`src/rtl/oc_pkg.sv`:
```
`timescale 1ns/1ps
package oc_pkg;
  typedef enum logic [1:0] {
    OCM_INIT = 2'b00,
    OCM_CLR  = 2'b01,
    OCM_SET  = 2'b10,
    OCM_TOG  = 2'b11
  } oc_mode_e;

  localparam int CTL_ADDR  = 0;
  localparam int MODE_ADDR = 1;
  localparam int CMP_ADDR0 = 2;

  localparam int EN_BIT   = 0;
  localparam int MST_BIT  = 1;
  localparam int INIT_LSB = 2;
endpackage

```
`src/rtl/oc_regs.sv`:
```
`timescale 1ns/1ps
module oc_regs
  import oc_pkg::*;
#(
  parameter int NUM_CH = 4,
  parameter int CNT_W  = 16,
  parameter int ADDR_W = 4
) (
  input  logic                    clk,
  input  logic                    rst_n,
  input  logic                    wr_en,
  input  logic [ADDR_W-1:0]       addr,
  input  logic [7:0]              wdata,
  output logic [7:0]              rdata,
  output logic                    oc_en,
  output logic                    master,
  output logic [NUM_CH-1:0]       init_lvl,
  output logic [2*NUM_CH-1:0]     mode_flat,
  output logic [NUM_CH*CNT_W-1:0] cmp_flat,
  output logic                    load,
  output logic [NUM_CH-1:0]       load_lvl
);
  localparam int CMP_BYTES = (CNT_W + 7) / 8;
  localparam int NUM_CMP   = NUM_CH * CMP_BYTES;
  localparam int CTL_W     = INIT_LSB + NUM_CH;
  localparam int MODE_W    = 2 * NUM_CH;

  logic [CTL_W-1:0]  ctl_q, ctl_d;
  logic [MODE_W-1:0] mode_q, mode_d;
  logic [7:0]        cmp_q [NUM_CMP];
  logic [7:0]        cmp_d [NUM_CMP];
  logic              ctl_hit;

  assign ctl_hit = (addr == ADDR_W'(CTL_ADDR));

  always_comb begin
    ctl_d  = ctl_q;
    mode_d = mode_q;
    cmp_d  = cmp_q;
    if (ctl_hit) begin
      ctl_d = wdata[CTL_W-1:0];
    end else if (addr == ADDR_W'(MODE_ADDR)) begin
      mode_d = wdata[MODE_W-1:0];
    end else begin
      for (int k = 0; k < NUM_CMP; k++) begin
        if (addr == ADDR_W'(CMP_ADDR0 + k)) cmp_d[k] = wdata;
      end
    end
  end

  always_ff @(posedge clk or negedge rst_n) begin
    if (!rst_n) begin
      ctl_q  <= '0;
      mode_q <= '0;
      for (int k = 0; k < NUM_CMP; k++) cmp_q[k] <= '0;
    end else if (wr_en) begin
      ctl_q  <= ctl_d;
      mode_q <= mode_d;
      for (int k = 0; k < NUM_CMP; k++) cmp_q[k] <= cmp_d[k];
    end
  end

  always_comb begin
    rdata = '0;
    if (ctl_hit) begin
      rdata = 8'(ctl_q);
    end else if (addr == ADDR_W'(MODE_ADDR)) begin
      rdata = 8'(mode_q);
    end else begin
      for (int k = 0; k < NUM_CMP; k++) begin
        if (addr == ADDR_W'(CMP_ADDR0 + k)) rdata = cmp_q[k];
      end
    end
  end

  assign oc_en     = ctl_q[EN_BIT];
  assign master    = ctl_q[MST_BIT];
  assign init_lvl  = ctl_q[INIT_LSB +: NUM_CH];
  assign mode_flat = mode_q;
  assign load      = wr_en && ctl_hit && wdata[EN_BIT];

  for (genvar ch = 0; ch < NUM_CH; ch++) begin : g_ch
    logic [CMP_BYTES*8-1:0] full;
    for (genvar b = 0; b < CMP_BYTES; b++) begin : g_byte
      assign full[b*8 +: 8] = cmp_q[ch*CMP_BYTES + b];
    end
    assign cmp_flat[ch*CNT_W +: CNT_W] = full[CNT_W-1:0];
    assign load_lvl[ch] = wdata[MST_BIT] ? wdata[INIT_LSB] : wdata[INIT_LSB + ch];
  end

  // a control write is visible on the decoded enable on the next cycle
  a_r2_ctl_written: assert property (@(posedge clk) disable iff (!rst_n)
    (wr_en && ctl_hit) |=> (oc_en == $past(wdata[EN_BIT])));
endmodule

```
`src/rtl/oc_counter.sv`:
```
`timescale 1ns/1ps
module oc_counter #(
  parameter int CNT_W = 16
) (
  input  logic             clk,
  input  logic             rst_n,
  output logic [CNT_W-1:0] cnt
);
  logic [CNT_W-1:0] cnt_q, cnt_d;
  logic             cnt_ce;

  assign cnt_ce = 1'b1;
  assign cnt_d  = cnt_q + 1'b1;

  always_ff @(posedge clk or negedge rst_n) begin
    if (!rst_n)      cnt_q <= '0;
    else if (cnt_ce) cnt_q <= cnt_d;
  end

  assign cnt = cnt_q;

  // steady increment with natural wrap
  a_r3_count_step: assert property (@(posedge clk) disable iff (!rst_n)
    1'b1 |=> (cnt_q == CNT_W'($past(cnt_q) + 1'b1)));
endmodule

```
`src/rtl/oc_chan.sv`:
```
`timescale 1ns/1ps
module oc_chan
  import oc_pkg::*;
#(
  parameter int CNT_W = 16
) (
  input  logic [CNT_W-1:0] cnt,
  input  logic [CNT_W-1:0] cmp,
  input  logic             cur,
  input  logic             init,
  input  oc_mode_e         mode,
  output logic             hit,
  output logic             nxt
);
  assign hit = (cnt == cmp);

  always_comb begin
    nxt = cur;
    if (hit) begin
      case (mode)
        OCM_INIT: nxt = init;
        OCM_CLR:  nxt = 1'b0;
        OCM_SET:  nxt = 1'b1;
        OCM_TOG:  nxt = ~cur;
        default:  nxt = cur;
      endcase
    end
  end
endmodule

```
`src/rtl/oc_unit.sv`:
```
`timescale 1ns/1ps
module oc_unit
  import oc_pkg::*;
#(
  parameter int NUM_CH = 4,
  parameter int CNT_W  = 16,
  parameter int ADDR_W = 4
) (
  input  logic              clk,
  input  logic              rst_n,
  input  logic              reg_wr,
  input  logic [ADDR_W-1:0] reg_addr,
  input  logic [7:0]        reg_wdata,
  output logic [7:0]        reg_rdata,
  output logic [CNT_W-1:0]  count_o,
  output logic [NUM_CH-1:0] oc_pins
);
  logic [1:0]              rst_ff;
  logic                    rst_sync_n;
  logic                    oc_en, master, load;
  logic [NUM_CH-1:0]       init_lvl, load_lvl;
  logic [2*NUM_CH-1:0]     mode_flat;
  logic [NUM_CH*CNT_W-1:0] cmp_flat;
  logic [CNT_W-1:0]        cnt;
  logic [NUM_CH-1:0]       hit, nxt;
  logic [NUM_CH-1:0]       pin_q, pin_d;
  logic                    pin_ce;

  always_ff @(posedge clk or negedge rst_n) begin
    if (!rst_n) rst_ff <= '0;
    else        rst_ff <= {rst_ff[0], 1'b1};
  end
  assign rst_sync_n = rst_ff[1];

  oc_regs #(.NUM_CH(NUM_CH), .CNT_W(CNT_W), .ADDR_W(ADDR_W)) u_regs (
    .clk(clk), .rst_n(rst_sync_n), .wr_en(reg_wr), .addr(reg_addr),
    .wdata(reg_wdata), .rdata(reg_rdata), .oc_en(oc_en), .master(master),
    .init_lvl(init_lvl), .mode_flat(mode_flat), .cmp_flat(cmp_flat),
    .load(load), .load_lvl(load_lvl)
  );

  oc_counter #(.CNT_W(CNT_W)) u_cnt (
    .clk(clk), .rst_n(rst_sync_n), .cnt(cnt)
  );

  for (genvar i = 0; i < NUM_CH; i++) begin : g_chan
    oc_chan #(.CNT_W(CNT_W)) u_chan (
      .cnt(cnt), .cmp(cmp_flat[i*CNT_W +: CNT_W]), .cur(pin_q[i]),
      .init(init_lvl[i]), .mode(oc_mode_e'(mode_flat[2*i +: 2])),
      .hit(hit[i]), .nxt(nxt[i])
    );
  end

  always_comb begin
    pin_d  = pin_q;
    pin_ce = load | oc_en;
    if (load) begin
      pin_d = load_lvl;
    end else if (oc_en) begin
      for (int i = 0; i < NUM_CH; i++) pin_d[i] = master ? nxt[0] : nxt[i];
    end
  end

  always_ff @(posedge clk or negedge rst_sync_n) begin
    if (!rst_sync_n)  pin_q <= '0;
    else if (pin_ce)  pin_q <= pin_d;
  end

  assign oc_pins = pin_q;
  assign count_o = cnt;

  // enable write preloads pins from the written control byte
  a_r7_preload: assert property (@(posedge clk) disable iff (!rst_sync_n)
    load |=> (pin_q == $past(load_lvl)));
  // disabled unit without a load keeps its pins
  a_r8_disabled_hold: assert property (@(posedge clk) disable iff (!rst_sync_n)
    (!oc_en && !load) |=> $stable(pin_q));
  // no match anywhere means no pin movement
  a_r4_no_hit_hold: assert property (@(posedge clk) disable iff (!rst_sync_n)
    (!load && hit == '0) |=> $stable(pin_q));
  // master mode leaves all pins equal
  a_r10_master_equal: assert property (@(posedge clk) disable iff (!rst_sync_n)
    (oc_en && master && !load) |=> (pin_q == '0 || pin_q == '1));
  // channel 0 clear, set and toggle actions
  a_r5_clear: assert property (@(posedge clk) disable iff (!rst_sync_n)
    (oc_en && !load && hit[0] && mode_flat[1:0] == 2'b01) |=> !pin_q[0]);
  a_r5_set: assert property (@(posedge clk) disable iff (!rst_sync_n)
    (oc_en && !load && hit[0] && mode_flat[1:0] == 2'b10) |=> pin_q[0]);
  a_r5_toggle: assert property (@(posedge clk) disable iff (!rst_sync_n)
    (oc_en && !load && hit[0] && mode_flat[1:0] == 2'b11) |=> (pin_q[0] != $past(pin_q[0])));
endmodule

```
`config.mk`:
```
export PLATFORM = sky130hd
export DESIGN_NAME = oc_unit
export DESIGN_NICKNAME = d
export VERILOG_FILES = /design/src/rtl/oc_pkg.sv /design/src/rtl/oc_regs.sv /design/src/rtl/oc_counter.sv /design/src/rtl/oc_chan.sv /design/src/rtl/oc_unit.sv
export SDC_FILE = /design/constraint.sdc
export NUM_CORES = 1
export LEC_CHECK = 0
export ABC_CLOCK_PERIOD_IN_PS = 3000
export BUFFER_PORTS_ARGS = -buffer_cell sky130_fd_sc_hd__buf_2
export CAP_MARGIN = 10
export CORE_MARGIN = 4
export CORE_UTILIZATION = 55
export DETAILED_ROUTE_END_ITERATION = 16
export GPL_ROUTABILITY_DRIVEN = 0
export PLACE_DENSITY = 0.77
export SLEW_MARGIN = 0
export SYNTH_ARGS = -nofsm -noshare
export SYNTH_HDL_FRONTEND = slang
export SYNTH_SLANG_ARGS = --single-unit
```
`constraint.sdc`:
```
create_clock -name clk -period 3 [get_ports clk]
set_input_delay 0.15 -clock clk [delete_from_list [all_inputs] [get_ports clk]]
set_output_delay 0.15 -clock clk [all_outputs]
set_load 0.01 [all_outputs]
```
==> out/metrics.cfg <==
[drt]
avgViaCountPerCell = 6.337
drt-total-wl_um = 15330
dr.pass1.iters = 6
vias = 4246
postRouteAntennaNets = 0
drc = 0
drtIter0Drc = 410
wl_per_cell_um = 22.89

[global_routing]
track_usage_pct = 26.93
grt_max_degree = 65
gr-total-overflow = 0
grt_pass1_vias = 4206
grt_pass1_wl_um = 23830
grt_antenna_before_repair = 0

[power_and_ir_drop]
p_leak_nw = 2.837
p_per_area_nw_per_um2 = 613.0
vdd_drop_max_v = 0.0002888

[worst_setup_path]
timing.rr.start = u_cnt.cnt[1]
worstSetupStartpointType = flop
critPathMaxStageDelay_ns = 0.67
worstPathArrival_ns = 2.46
r2r_cells = 5
reg2reg_slack_ns = 0.83
crit_family = flip-flops
cp.required_ns = 3.29
endpoint_kind = flop
cp_slowest_cell = dfrtp_1
worstSetupPathType = flop to flop
crit_fanout = 9
worst-path-buf-inv = 0
cp_num_cells = 5
reg2reg_to = oc_pins[3]
path_cells = xnor2_1 > nand4_1 > nor4_2 > mux2_2 > a31oi_1

[synthesis]
synth_top_area_share_pct = 43.79
syn_nets = 534
synth_area_leaders = dfrtp_1 (44%), mux2_2 (9.3%), xor2_1 (7.7%)
syn_area_um2 = 5714
synth-async-reset-ratio_pct = 100.0
ys.flop_type = dfrtp_1
yosysSeqAreaShare_pct = 43.79
yosysWarnings = 0
synthDistinctLibCells = 51
avgSynthCellArea_um2 = 11.03
ys_seq_elements = 100
synth-edff-count = 0
synth_cells = 518
synth_largest_area_cell = dfrtp_1

[timing]
final-max-slew-violation-count = 0
setup_viol = 0
clock_skew_ns = 0.01115
hold_viol_final = 0
period_needed_ns = 2.166
fmax_mhz = 461.7
rsz0062_at_grt = false
max_slew_margin_pct = 44.61
finalSetupTns_ns = 0
tightest_slew_ns = 0.8309
period_share_pct = 72.20
whs_ns = 0.07234

[min_path]
worst_hold_path_type = input pin to async pin

[floorplan]
initial_utilization_pct = 57.40
die_h_um = 109.9
die_w_um = 109.9
fp-row-count = 36
dieArea_um2 = 12080
io_pins = 43
core_um2 = 9955

[final_layout]
final_nets = 549
diodes = 0
final_util_pct = 61.25
syn_to_final_growth_pct = 6.700
final_cells = 670
design_area_um2 = 6097
drive_gt1_share_pct = 26.63

[clocking]
insertion_delay_ns = 0.37
cts.htree.levels = 3
clkTransAtPathRegs_ns = 0.09
cts_tree = done
ctsRootBufferMaster = clkbuf_8
clk_path_buf_depth = 2
clock_sinks = 100
cts_setup_buffers = 0
cts_resized = 0
cts_made_buffers = 9

[run_status]
status = complete, no violations

[place]
placedCellCount = 654
numPortBuffers = 42
dpl.hpwl_um = 10910
placed_area_um2 = 5882

[run]
cap_violations = 0

-- cell usage in the layout (no fill, tap or decap), types with 3 or more instances in the layout --
cell type / count
clkbuf_8: 9
nand3_1: 17
dfrtp_1: 99
buf_4: 3
mux2_2: 47
a221oi_1: 3
mux2i_1: 16
o21ai_0: 27
xnor2_1: 28
inv_1: 10
a211oi_1: 4
buf_2: 42
nor3_1: 6
a31oi_1: 4
nand2b_1: 4
nand2_1: 32
o31ai_1: 3
nor2b_1: 7
xor2_1: 50
a21oi_1: 18
nand4_1: 4
o211a_1: 3
nor2_1: 14
or3_1: 3
mux2_4: 24
nor4_1: 12
a41oi_1: 3
and3_1: 7
-- cells by family (layout without fill, tap and decap cells) --
kind of cell,Yosys count,after routing,synth area share (%)
flip-flops,100,100,43.79
XOR/XNOR,78,78,11.96
other,1,1,0.06563
buffers and inverters,53,72,5.124
adder cells (fa/ha/maj),1,1,0.2189
multiplexers,89,89,19.16
AND/OR/NAND/NOR,116,116,10.73
AO/OA/AOI/OAI,80,80,8.956
-- metal layers --
layer	global-route usage (%)	wire (um)	share of wire, %	vias up
met2	41.25	7099	46	242
met1	35.80	6081	40	2104
met4	12.29	606	4.0	0
li1	-	-	-	1839
met3	6.988	1547	10	61
met5	0	0	0	-
-- worst max path at each step --
stage | startpoint | end | slack (ns)
floorplan | rst_ff[1] | oc_pins[0] | 0.008
global placement | reg_addr[0] | u_regs.cmp_flat[63] | 0.91
detailed placement | reg_addr[0] | u_regs.cmp_flat[63] | 0.80
CTS | reg_addr[0] | reg_rdata[0] | 0.87
global route | reg_addr[0] | reg_rdata[0] | 0.71
finish | u_cnt.cnt[1] | oc_pins[3] | 0.83
-- registers in the layout, indices dropped and copies added (netlist names) --
register / cells
oc_pins: 4
rst_ff: 2
u_cnt.cnt: 16
u_regs.cmp_flat: 64
u_regs.ctl_q: 6
u_regs.mode_flat: 8
-- cell usage after synthesis, drive strengths merged, types with 2 or more instances --
| library cell | instances |
|---|---|
| o221ai | 2 |
| or3 | 3 |
| nand2 | 32 |
| a2bb2oi | 2 |
| o21ai | 27 |
| o2bb2ai | 2 |
| nand4 | 4 |
| o211a | 3 |
| nand2b | 5 |
| buf | 34 |
| a211oi | 4 |
| mux2i | 16 |
| nand3 | 17 |
| mux4 | 2 |
| o31ai | 3 |
| a22oi | 2 |
| and3 | 8 |
| xnor2 | 28 |
| xor2 | 50 |
| a31oi | 4 |
| a21oi | 18 |
| nor4 | 13 |
| clkbuf | 9 |
| mux2 | 71 |
| nor3 | 7 |
| a221oi | 3 |
| a41oi | 3 |
| dfrtp | 100 |
| a22o | 2 |
| inv | 10 |
| nor2b | 7 |
| nor2 | 16 |
-- area by class of cell --
| type | count | area, um2 |
|---|---|---|
| inverters | 10 | 37.54 |
| repair buffers | 47 | 262.8 |
| flip-flops and latches | 100 | 2506 |
| clock inverters | 5 | 77.57 |
| fillers | 805 | 3857 |
| clock buffers | 10 | 127.6 |
| well taps | 133 | 166.4 |
| multi-input cells | 365 | 2919 |
-- metrics by stage --
step | power, mW | worst slack [ns]
2_1_floorplan | 2.560 | 0.008156
3_3_place_gp | 2.784 | 0.9097
3_5_place_dp | 2.827 | 0.8035
4_1_cts | 3.740 | 0.8725
5_1_grt | 3.926 | 0.7110
6_report | 3.737 | 0.8340
-- power breakdown --
group	internal (mW)	switching, mW
clock	0.463	0.452
combinational	0.487	0.390
sequential	1.62	0.331
total	2.56	1.17
-- timing repair --
item / 4_1_cts / 5_1_grt
hold endpoints to repair: 2 / 0
endpoints found under the setup margin: 0 / 0
hold buffers: 1 / 0
No activity file was read; power rests on OpenSTA's default activity.
